==> config.mk <==
export PLATFORM = sky130hd
export DESIGN_NAME = hilbert_envelope
export DESIGN_NICKNAME = d
export VERILOG_FILES = /design/src/rtl/hilbert_env_pkg.sv /design/src/rtl/hilbert_tap_line.sv /design/src/rtl/hilbert_quad_path.sv /design/src/rtl/hilbert_mag.sv /design/src/rtl/hilbert_envelope.sv
export SDC_FILE = /design/constraint.sdc
export NUM_CORES = 2
export LEC_CHECK = 0
export BUFFER_PORTS_ARGS = -buffer_cell sky130_fd_sc_hd__buf_2
export CAP_MARGIN = 40
export CORE_UTILIZATION = 40
export CTS_CLUSTER_SIZE = 30
export DETAILED_ROUTE_END_ITERATION = 12
export PLACE_DENSITY = 0.56
export RECOVER_POWER = 100
export SKIP_LAST_GASP = 1
export SLEW_MARGIN = 20
export SYNTH_ARGS = -nofsm -noshare
export SYNTH_HDL_FRONTEND = slang
export SYNTH_SLANG_ARGS = --single-unit
==> constraint.sdc <==
create_clock -name clk -period 30.7 [get_ports clk]
set_clock_uncertainty 0.15 [all_clocks]
set_input_delay 4.605 -clock clk [delete_from_list [all_inputs] [get_ports clk]]
set_output_delay 4.605 -clock clk [all_outputs]
set_load 0.01 [all_outputs]
==> src/rtl/hilbert_env_pkg.sv <==
// Package: shared defaults for the Hilbert envelope detector.
// Assumes coefficients are packed lowest odd offset first, CW bits each.
package hilbert_env_pkg;
    localparam int DEF_DW    = 14;
    localparam int DEF_CW    = 16;
    localparam int DEF_HALF  = 7;
    localparam int DEF_CFRAC = 14;
    localparam int DEF_QW    = 16;
    localparam int DEF_OW    = 16;
    // Offsets 1,3,5,7 of a truncated 2/(pi*k) response scaled by 2^14.
    localparam logic [4*DEF_CW-1:0] DEF_COEFS =
        {16'sd1490, 16'sd2086, 16'sd3477, 16'sd10430};
endpackage

==> src/rtl/hilbert_tap_line.sv <==
// Module: shift register holding the DEPTH previous valid samples.
// Slice j of taps holds the sample accepted j+1 valid samples ago.
// Assumes DEPTH >= 2; advances only when shift_en is high.
module hilbert_tap_line #(
    parameter int DW    = 14,
    parameter int DEPTH = 14
) (
    input  logic                clk,
    input  logic                rst_n,
    input  logic                shift_en,
    input  logic [DW-1:0]       din,
    output logic [DEPTH*DW-1:0] taps
);
    logic [DEPTH*DW-1:0] line_q;

    // Shift in the new sample on valid, clear on reset.
    always_ff @(posedge clk) begin
        if (!rst_n) begin
            line_q <= '0;
        end else if (shift_en) begin
            line_q <= {line_q[(DEPTH-1)*DW-1:0], din};
        end
    end

    assign taps = line_q;
endmodule

==> src/rtl/hilbert_quad_path.sv <==
// Module: produces aligned in-phase and quadrature values in two stages.
// Stage 1 subtracts mirrored taps at odd offsets from the centre and
// registers the centre sample; stage 2 multiplies, sums, rescales and
// clamps Q. Assumes HALF is odd so the outermost pair uses the live sample.
module hilbert_quad_path #(
    parameter int DW    = 14,
    parameter int CW    = 16,
    parameter int HALF  = 7,
    parameter int CFRAC = 14,
    parameter int QW    = 16,
    parameter int NNZ   = (HALF + 1) / 2,
    parameter logic [NNZ*CW-1:0] COEFS = '0
) (
    input  logic                       clk,
    input  logic                       rst_n,
    input  logic signed [DW-1:0]       newest,
    input  logic [2*HALF*DW-1:0]       taps,
    output logic signed [DW-1:0]       i_out,
    output logic signed [QW-1:0]       q_out
);
    localparam int NWIN = 2 * HALF + 1;
    localparam int ACCW = DW + 1 + CW + $clog2(NNZ) + 1;
    localparam logic signed [ACCW-1:0] QMAX = {{(ACCW-QW+1){1'b0}}, {(QW-1){1'b1}}};
    localparam logic signed [ACCW-1:0] QMIN = ~QMAX;

    logic signed [DW-1:0]   win [NWIN];
    logic signed [DW:0]     pre_q [NNZ];
    logic signed [ACCW-1:0] prod [NNZ];
    logic signed [DW-1:0]   i_s1;
    logic signed [ACCW-1:0] acc;
    logic signed [ACCW-1:0] scaled;
    logic signed [QW-1:0]   q_sat;

    // Assemble the window: index 0 live, index j delayed j samples.
    always_comb begin
        win[0] = newest;
        for (int j = 1; j < NWIN; j++) begin
            win[j] = taps[(j-1)*DW +: DW];
        end
    end

    generate
        for (genvar g = 0; g < NNZ; g++) begin : g_pair
            localparam int OFS = 2 * g + 1;
            localparam logic signed [CW-1:0] CK = COEFS[g*CW +: CW];

            // Pre-subtract the older tap minus the newer tap of one pair.
            always_ff @(posedge clk) begin
                if (!rst_n) begin
                    pre_q[g] <= '0;
                end else begin
                    pre_q[g] <= (DW+1)'(win[HALF+OFS]) - (DW+1)'(win[HALF-OFS]);
                end
            end

            assign prod[g] = ACCW'(pre_q[g]) * ACCW'(CK);
        end
    endgenerate

    // Sum products, rescale by the coefficient fraction and clamp.
    always_comb begin
        acc = '0;
        for (int g = 0; g < NNZ; g++) begin
            acc = acc + prod[g];
        end
        scaled = acc >>> CFRAC;
        if (scaled > QMAX) begin
            q_sat = QMAX[QW-1:0];
        end else if (scaled < QMIN) begin
            q_sat = QMIN[QW-1:0];
        end else begin
            q_sat = scaled[QW-1:0];
        end
    end

    // Register the centre sample, then emit I and Q together.
    always_ff @(posedge clk) begin
        if (!rst_n) begin
            i_s1  <= '0;
            i_out <= '0;
            q_out <= '0;
        end else begin
            i_s1  <= win[HALF];
            i_out <= i_s1;
            q_out <= q_sat;
        end
    end
endmodule

==> src/rtl/hilbert_mag.sv <==
// Module: magnitude sqrt(I^2 + Q^2) with one squaring stage and RW
// non-restoring root stages (one result bit per stage), then clamps to OW.
// Assumes DW < QW so the sum of squares fits a 2*QW-bit radicand.
module hilbert_mag #(
    parameter int DW = 14,
    parameter int QW = 16,
    parameter int OW = 16
) (
    input  logic                 clk,
    input  logic                 rst_n,
    input  logic signed [DW-1:0] i_in,
    input  logic signed [QW-1:0] q_in,
    output logic [OW-1:0]        env
);
    localparam int RW   = QW;
    localparam int RADW = 2 * QW;
    localparam int REMW = RW + 4;

    logic signed [QW-1:0]   i_ext;
    logic signed [RADW-1:0] ii;
    logic signed [RADW-1:0] qq;
    logic [RADW-1:0]        rad_q  [RW];
    logic signed [REMW-1:0] rem_q  [RW];
    logic [RW-1:0]          root_q [RW+1];

    assign i_ext = QW'(i_in);
    assign ii    = i_ext * i_ext;
    assign qq    = q_in * q_in;

    // Register the sum of squares as the radicand.
    always_ff @(posedge clk) begin
        if (!rst_n) begin
            rad_q[0] <= '0;
        end else begin
            rad_q[0] <= RADW'(ii + qq);
        end
    end

    assign rem_q[0]  = '0;
    assign root_q[0] = '0;

    generate
        for (genvar s = 0; s < RW; s++) begin : g_root
            localparam int BIT = 2 * (RW - 1 - s);
            logic signed [REMW-1:0] shifted;
            logic signed [REMW-1:0] nrem;

            // One non-restoring step: bring down two bits, add or subtract.
            always_comb begin
                shifted = (rem_q[s] <<< 2) + REMW'({1'b0, rad_q[s][BIT +: 2]});
                if (rem_q[s] >= 0) begin
                    nrem = shifted - REMW'({1'b0, root_q[s], 2'b01});
                end else begin
                    nrem = shifted + REMW'({1'b0, root_q[s], 2'b11});
                end
            end

            // Append the new root bit.
            always_ff @(posedge clk) begin
                if (!rst_n) begin
                    root_q[s+1] <= '0;
                end else begin
                    root_q[s+1] <= {root_q[s][RW-2:0], ~nrem[REMW-1]};
                end
            end

            if (s < RW - 1) begin : g_carry
                // Carry the radicand and partial remainder to the next step.
                always_ff @(posedge clk) begin
                    if (!rst_n) begin
                        rad_q[s+1] <= '0;
                        rem_q[s+1] <= '0;
                    end else begin
                        rad_q[s+1] <= rad_q[s];
                        rem_q[s+1] <= nrem;
                    end
                end
            end
        end

        if (RW > OW) begin : g_clamp
            assign env = (root_q[RW] > RW'({OW{1'b1}})) ? {OW{1'b1}} : root_q[RW][OW-1:0];
        end else begin : g_widen
            assign env = OW'(root_q[RW]);
        end
    endgenerate
endmodule

==> src/rtl/hilbert_envelope.sv <==
// Module: top of the Hilbert FIR envelope detector.
// One signed sample per clock in and one envelope per clock out, with a
// fixed latency of 3 + QW cycles (19 at defaults). Assumes HALF odd, DW < QW.
module hilbert_envelope
    import hilbert_env_pkg::*;
#(
    parameter int DW    = DEF_DW,
    parameter int CW    = DEF_CW,
    parameter int HALF  = DEF_HALF,
    parameter int CFRAC = DEF_CFRAC,
    parameter int QW    = DEF_QW,
    parameter int OW    = DEF_OW,
    parameter int NNZ   = (HALF + 1) / 2,
    parameter logic [NNZ*CW-1:0] COEFS = DEF_COEFS
) (
    input  logic                 clk,
    input  logic                 rst_n,
    input  logic                 in_valid,
    input  logic signed [DW-1:0] in_sample,
    output logic                 out_valid,
    output logic [OW-1:0]        out_env
);
    localparam int NT  = 2 * HALF;
    localparam int LAT = 3 + QW;

    logic [NT*DW-1:0]     tap_bus;
    logic signed [DW-1:0] i_al;
    logic signed [QW-1:0] q_al;
    logic [LAT-1:0]       vld_sr;

    hilbert_tap_line #(.DW(DW), .DEPTH(NT)) u_taps (
        .clk(clk), .rst_n(rst_n), .shift_en(in_valid),
        .din(in_sample), .taps(tap_bus)
    );

    hilbert_quad_path #(
        .DW(DW), .CW(CW), .HALF(HALF), .CFRAC(CFRAC),
        .QW(QW), .NNZ(NNZ), .COEFS(COEFS)
    ) u_quad (
        .clk(clk), .rst_n(rst_n), .newest(in_sample),
        .taps(tap_bus), .i_out(i_al), .q_out(q_al)
    );

    hilbert_mag #(.DW(DW), .QW(QW), .OW(OW)) u_mag (
        .clk(clk), .rst_n(rst_n), .i_in(i_al), .q_in(q_al), .env(out_env)
    );

    // Carry the valid strobe alongside the data pipeline.
    always_ff @(posedge clk) begin
        if (!rst_n) begin
            vld_sr <= '0;
        end else begin
            vld_sr <= {vld_sr[LAT-2:0], in_valid};
        end
    end

    assign out_valid = vld_sr[LAT-1];
endmodule

**After elaboration in Yosys (flattened, before gate mapping)**

Memories as Yosys holds them, arrays and structs flattened.
Cells that the tools add are included.
W data, S select, Z words.

- Flip-flop bits (word level): 798
- Bits in latches: 0
- RAM bits: 572
- ROM bits: 0
- Bits of input ports: 17
- Output and inout port bits: 17
- Logic and storage cells: 194
- Memories kept: 2

- Add/sub/neg operators: 54
- Multipliers: 6
- Div/mod/pow operators: 0
- $lt $le $gt $ge: 17
- Equality and inequality tests: 0
- Shifts and indexed selects: 0
- Multiplexer cells: 39
- Bitwise gates (word level): 37
- Reductions and logical operators: 1

Memories:

| memory | depth | bits a word | read ports | clocked after memory_dff | wr ports | RTL line | text |
|---|---|---|---|---|---|---|---|
| u_mag.rad_q | 16 | 32 | 16 | 0 | 16 | hilbert_mag.sv:22 | `logic [RADW-1:0] rad_q [RW];` |
| u_quad.pre_q | 4 | 15 | 4 | 0 | 4 | hilbert_quad_path.sv:27 | `logic signed [DW:0] pre_q [NNZ];` |

Operators by type and width:

| operator | count |
|---|---|
| $mux W32 | 16 |
| $add A20 B18 Y20 | 15 |
| $add A20 B2 Y20 | 15 |
| $mux W20 | 15 |
| $sub A20 B18 Y20 | 15 |
| $ge A20 B1 Y1 const B | 14 |
| $mux W15 | 5 |
| $add A34 B34 Y34 | 2 |
| $sub A14 B14 Y15 | 4 |
| $add A34 B27 Y34 | 1 |
| $add A32 B32 Y32 | 1 |
| $mul A16 B16 Y32 | 1 |
| $mul A15 B14 Y29 const B | 1 |
| $mul A14 B14 Y28 | 1 |
| $mul A15 B13 Y28 const B | 1 |
| $mul A15 B12 Y27 const B | 1 |
| $mul A15 B11 Y26 const B | 1 |
| $gt A20 B16 Y1 const B | 1 |
| $lt A20 B16 Y1 const B | 1 |
| $or A1 B1 Y1 | 20 |
| $not A1 Y1 | 17 |
| $mux W16 | 1 |
| $ge A3 B1 Y1 const B | 1 |
| $sub A2 B1 Y3 const B | 1 |
| 2 further kinds | 3 |

**Logic depth before layout (Yosys ltp)**

An unclocked memory read counts as a cell.

- Depth in word-level cells: 8
- Gate-level depth with buffers: 42
- Mapped depth without buffers: 42

**Modules after synthesis**

Synthesis repeated with hierarchy kept, for this count alone.

- Cell total of the unflattened synthesis: 7858
- Area, all modules: 75585.0 µm²

Modules (own cells, without submodules):

| module | times used | cells each | area an instance (µm²) | sequential area each (µm²) |
|---|---|---|---|---|
| hilbert_mag | 1 | 4812 | 45736.4 | 13492.9 |
| hilbert_quad_path | 1 | 2376 | 21844.7 | 2082.0 |
| hilbert_tap_line | 1 | 631 | 7474.7 | 3923.8 |
| hilbert_envelope | 1 | 39 | 529.3 | 380.4 |

**Worst setup path after synthesis**

No wires, ideal clock.

- Path type: flip-flop to flip-flop
- Start: register u_quad.i_out[4]
- End: memory u_mag.rad_q[0][31] (netlist name)
- Setup time: 0.095 ns
- Arrival: 9.636 ns
- Required time: 30.455 ns
- Slack: 20.818 ns
- Cell stages (with the launch flop): 37
- Buffers on the path: 1
- Clock period less this slack: 9.882 ns
- Path through: dfxtp_1 clkbuf_1 nand2_1 fa_1 inv_1 fa_1 fa_1 fa_1 fa_1 inv_1 fa_1 inv_1 ha_1 a21o_1 a211o_1 o21ai_0 a21oi_1 o41ai_1 o21bai_1 a21oi_1 xnor2_1 ha_1 fa_1 inv_1 fa_1 fa_1 fa_1 inv_1 ha_1 nand4_1 nor2_1 nand2_1 o21ai_0 nand4b_1 a41o_1 and2_1 o311ai_1

RTL lines:

| what | RTL line | text |
|---|---|---|
| start: declaration | hilbert_quad_path.sv:18 | `output logic signed [DW-1:0] i_out,` |
| start signal: assignment | hilbert_quad_path.sv:84 | `i_out <= i_s1;` |
| end: declaration | hilbert_mag.sv:22 |  |

==> impl_metrics.yaml <==
yosys:
  synth_cells: 7812
  avgSynthCellArea_um2: 9.44
  synthDistinctLibCells: 79
  ys_warn_count: 0
  ys_async_sr_fraction_pct: 0
  synth-edff-count: 0
  synth_top_flop_cell: "dfxtp_1"
  ys_seq_area_share_pct: 27.0
  syn-cell-area_mm2: 0.0737
  ys_ff_latch: 993
placed_design:
  port_buffers: 33
  dp_hpwl_um: 119000
  globalplace.congestion: 0.853
worst_setup_path:
  end_kind: "register"
  startpoint: "rst_n"
  crit_path_cell_trace: "clkbuf_1 -> clkinvlp_2 -> clkbuf_1 -> clkbuf_1 -> a21oi_1"
  required_ns: 30.69
  start_kind: "input port"
  cp_num_buf_inv: 4
  path_delay_family: "buffers and inverters"
  crit_fanout: 207
  crit_arrival_ns: 17.48
  crit_top_cell: "clkbuf_1"
  worstReg2RegStart: "u_quad.i_out[4]"
  slowest_stage: "clkbuf_1"
  rrSetupSlack_ns: 19.70
  slowest_delay_ns: 6.71
  crit_type: "in2reg"
status:
  status: "finished, violations left"
  failed_checks: "max-capacitance violations, max-slew violations"
final_layout:
  n_fill_cell: 17826
  multi_input_area_mm2: 0.0480
  final_common_cell: "inv_1"
  most-common-layout-cells: "inv_1, dfxtp_1, ha_1, fa_1, nor2_1"
  seqCellArea_mm2: 0.0199
  drive_above_1_share_pct: 3.18
  final_nets: 9374
  areaGrowthSynthToFinish_pct: 8.77
die:
  dieHeight_um: 431
  dieArea_mm2: 0.186
  core_mm2: 0.183
  die_x_um: 431
  io-pin-count: 34
  num_rows: 157
  initial_core_util_pct: 40.3
global_route:
  grt_overflow: 0
  grt_max_degree: 259
  grtUsageTotal_pct: 16.7
  grt_pass1_wl_um: 255000
  grt_pass1_vias: 51297
  antenna_found_initial: 10
clock_network:
  clk_pin_slew_worst_paths_ns: 0.06
  post_cts_buffers: 0
  cts_tree: "built"
  h-tree-depth: 3
  postCtsHoldBufs: 0
  worstSkewPairLatency_ns: 0.71
  cts_made_buffers: 105
  clockBufferDepth: 3
  cts_sinks: 993
  root_buffer: "clkbuf_16"
  cts_resized: 0
timing:
  max_freq_mhz: 57.2
  hold_viol: 0
  timing.slew.headroom_pct: -527
  rsz0062_at_grt: "false"
  hold_slack_ns: 0.259
  finalCritPeriodShare_pct: 57.0
  worst_pin_slew_ns: 9.40
  finalSetupViolations: 0
  finalMaxSlewViolations: 935
  tns_ns: 0
  layout_min_cycle_time_ns: 17.50
detailed_routing:
  vias_per_cell: 4.74
  wl_per_cell_um: 14.5
  drc: 0
  ant_nets: 0
  first_pass_iters: 5
  first_iter_violations: 1701
  wl_um: 150000
  vias: 48918
min_path:
  holdCritPathClass: "reg2reg"
  min-delay-start: "u_mag.rad_q[13][1]"
run:
  maxCapViolCount: 8
-- synth_stat cells (17+ instances only) --
master	count	area (um^2)
inv_1	1320	4950
dfxtp_1	993	19900
ha_1	851	10600
fa_1	727	14600
nor2_1	632	2370
and2_1	558	3490
xnor2_1	345	3020
nand2_1	318	1190
a21oi_1	245	1230
mux2i_1	203	2030
clkbuf_1	183	687
xor2_1	163	1430
nor3_1	157	786
o21ai_0	133	666
a21o_1	98	736
nor2b_1	85	532
nand3_1	81	405
o21ai_1	71	355
nand2b_1	68	425
o21a_1	65	488
and3_1	42	263
a211oi_1	40	300
or3_1	40	250
a31oi_1	38	238
o31ai_1	29	218
a21boi_1	26	195
nand4_1	23	144
or2_2	23	144
nor3b_1	21	158
o21bai_1	21	158
o41ai_1	20	175
buf_4	17	128
-- kinds of logic after synthesis --
kind of cell               share of synthesized area [%]
adders and majority gates                           34.2
other                                            0.00509
AOI/OAI and AO/OA                                   8.01
xor gates and xnor gates                            6.04
muxes                                               2.80
DFF                                                 27.0
and+or+nand+nor                                     14.1
buffers and inverters                               7.91
-- worst register-to-register path, delay by kind of cell (launching register included) --
| family | cells | cell delay [ns] |
|---|---|---|
| xor+xnor | 1 | 0.17 |
| fa+ha+maj | 13 | 6.07 |
| flops | 1 | 0.80 |
| simple gates | 6 | 0.86 |
| buf+inv | 5 | 0.27 |
| compound gates | 10 | 2.57 |
-- per-layer routing --
layer / routed length, um / global-route usage [%] / part of all wire [%]
met5: 37 / 0 / 0.025
met2: 71500 / 28.9 / 48
met1: 69600 / 21.7 / 46
met4: 4410 / 5.38 / 2.9
met3: 4340 / 1.89 / 2.9
-- flip-flops by register name, indices dropped and copies added, names as in the netlist, 16 cells and up --
signal,count
u_mag.rad_q,272
u_mag.rem_q,266
u_taps.taps,196
u_mag.root_q,120
u_quad.pre_q,60
vld_sr,19
u_mag.env,16
u_quad.q_out,16
-- final timing paths --
kind / end / depth (start not counted)
worst max register to register: u_mag.rad_q[0][31] / 35
worst min-delay path: u_mag.rad_q[14][1] / 1
worst min register to register: u_mag.rad_q[14][1] / 1
worst max-delay path: u_quad.pre_q[2][12] / 5
-- per-stage QoR --
stage	utilization [%]	area [um^2]	setup WS, ns	std cells
4_1_cts	43.8	80200	19.70	10314
3_3_place_gp	41.7	76300	19.84	10113
5_1_grt	43.8	80200	11.50	10327
2_1_floorplan	-	73700	20.82	7816
3_5_place_dp	41.8	76500	19.71	10124
6_report	43.8	80200	13.20	10327
-- final cells by class --
class / instances / share of cell area [%]
multi-input cells: 5286 / 59.9
clock buffers: 147 / 3.77
repair buffers: 71 / 0.682
diodes: 1 / 0.00312
well taps: 2464 / 3.84
clock inverters: 43 / 0.852
inverters: 1322 / 6.19
flip-flops and latches: 993 / 24.8
Power is left out: the tool's default activity adds up to more than one toggle a clock period on the data nets, which glitch-free logic cannot reach.
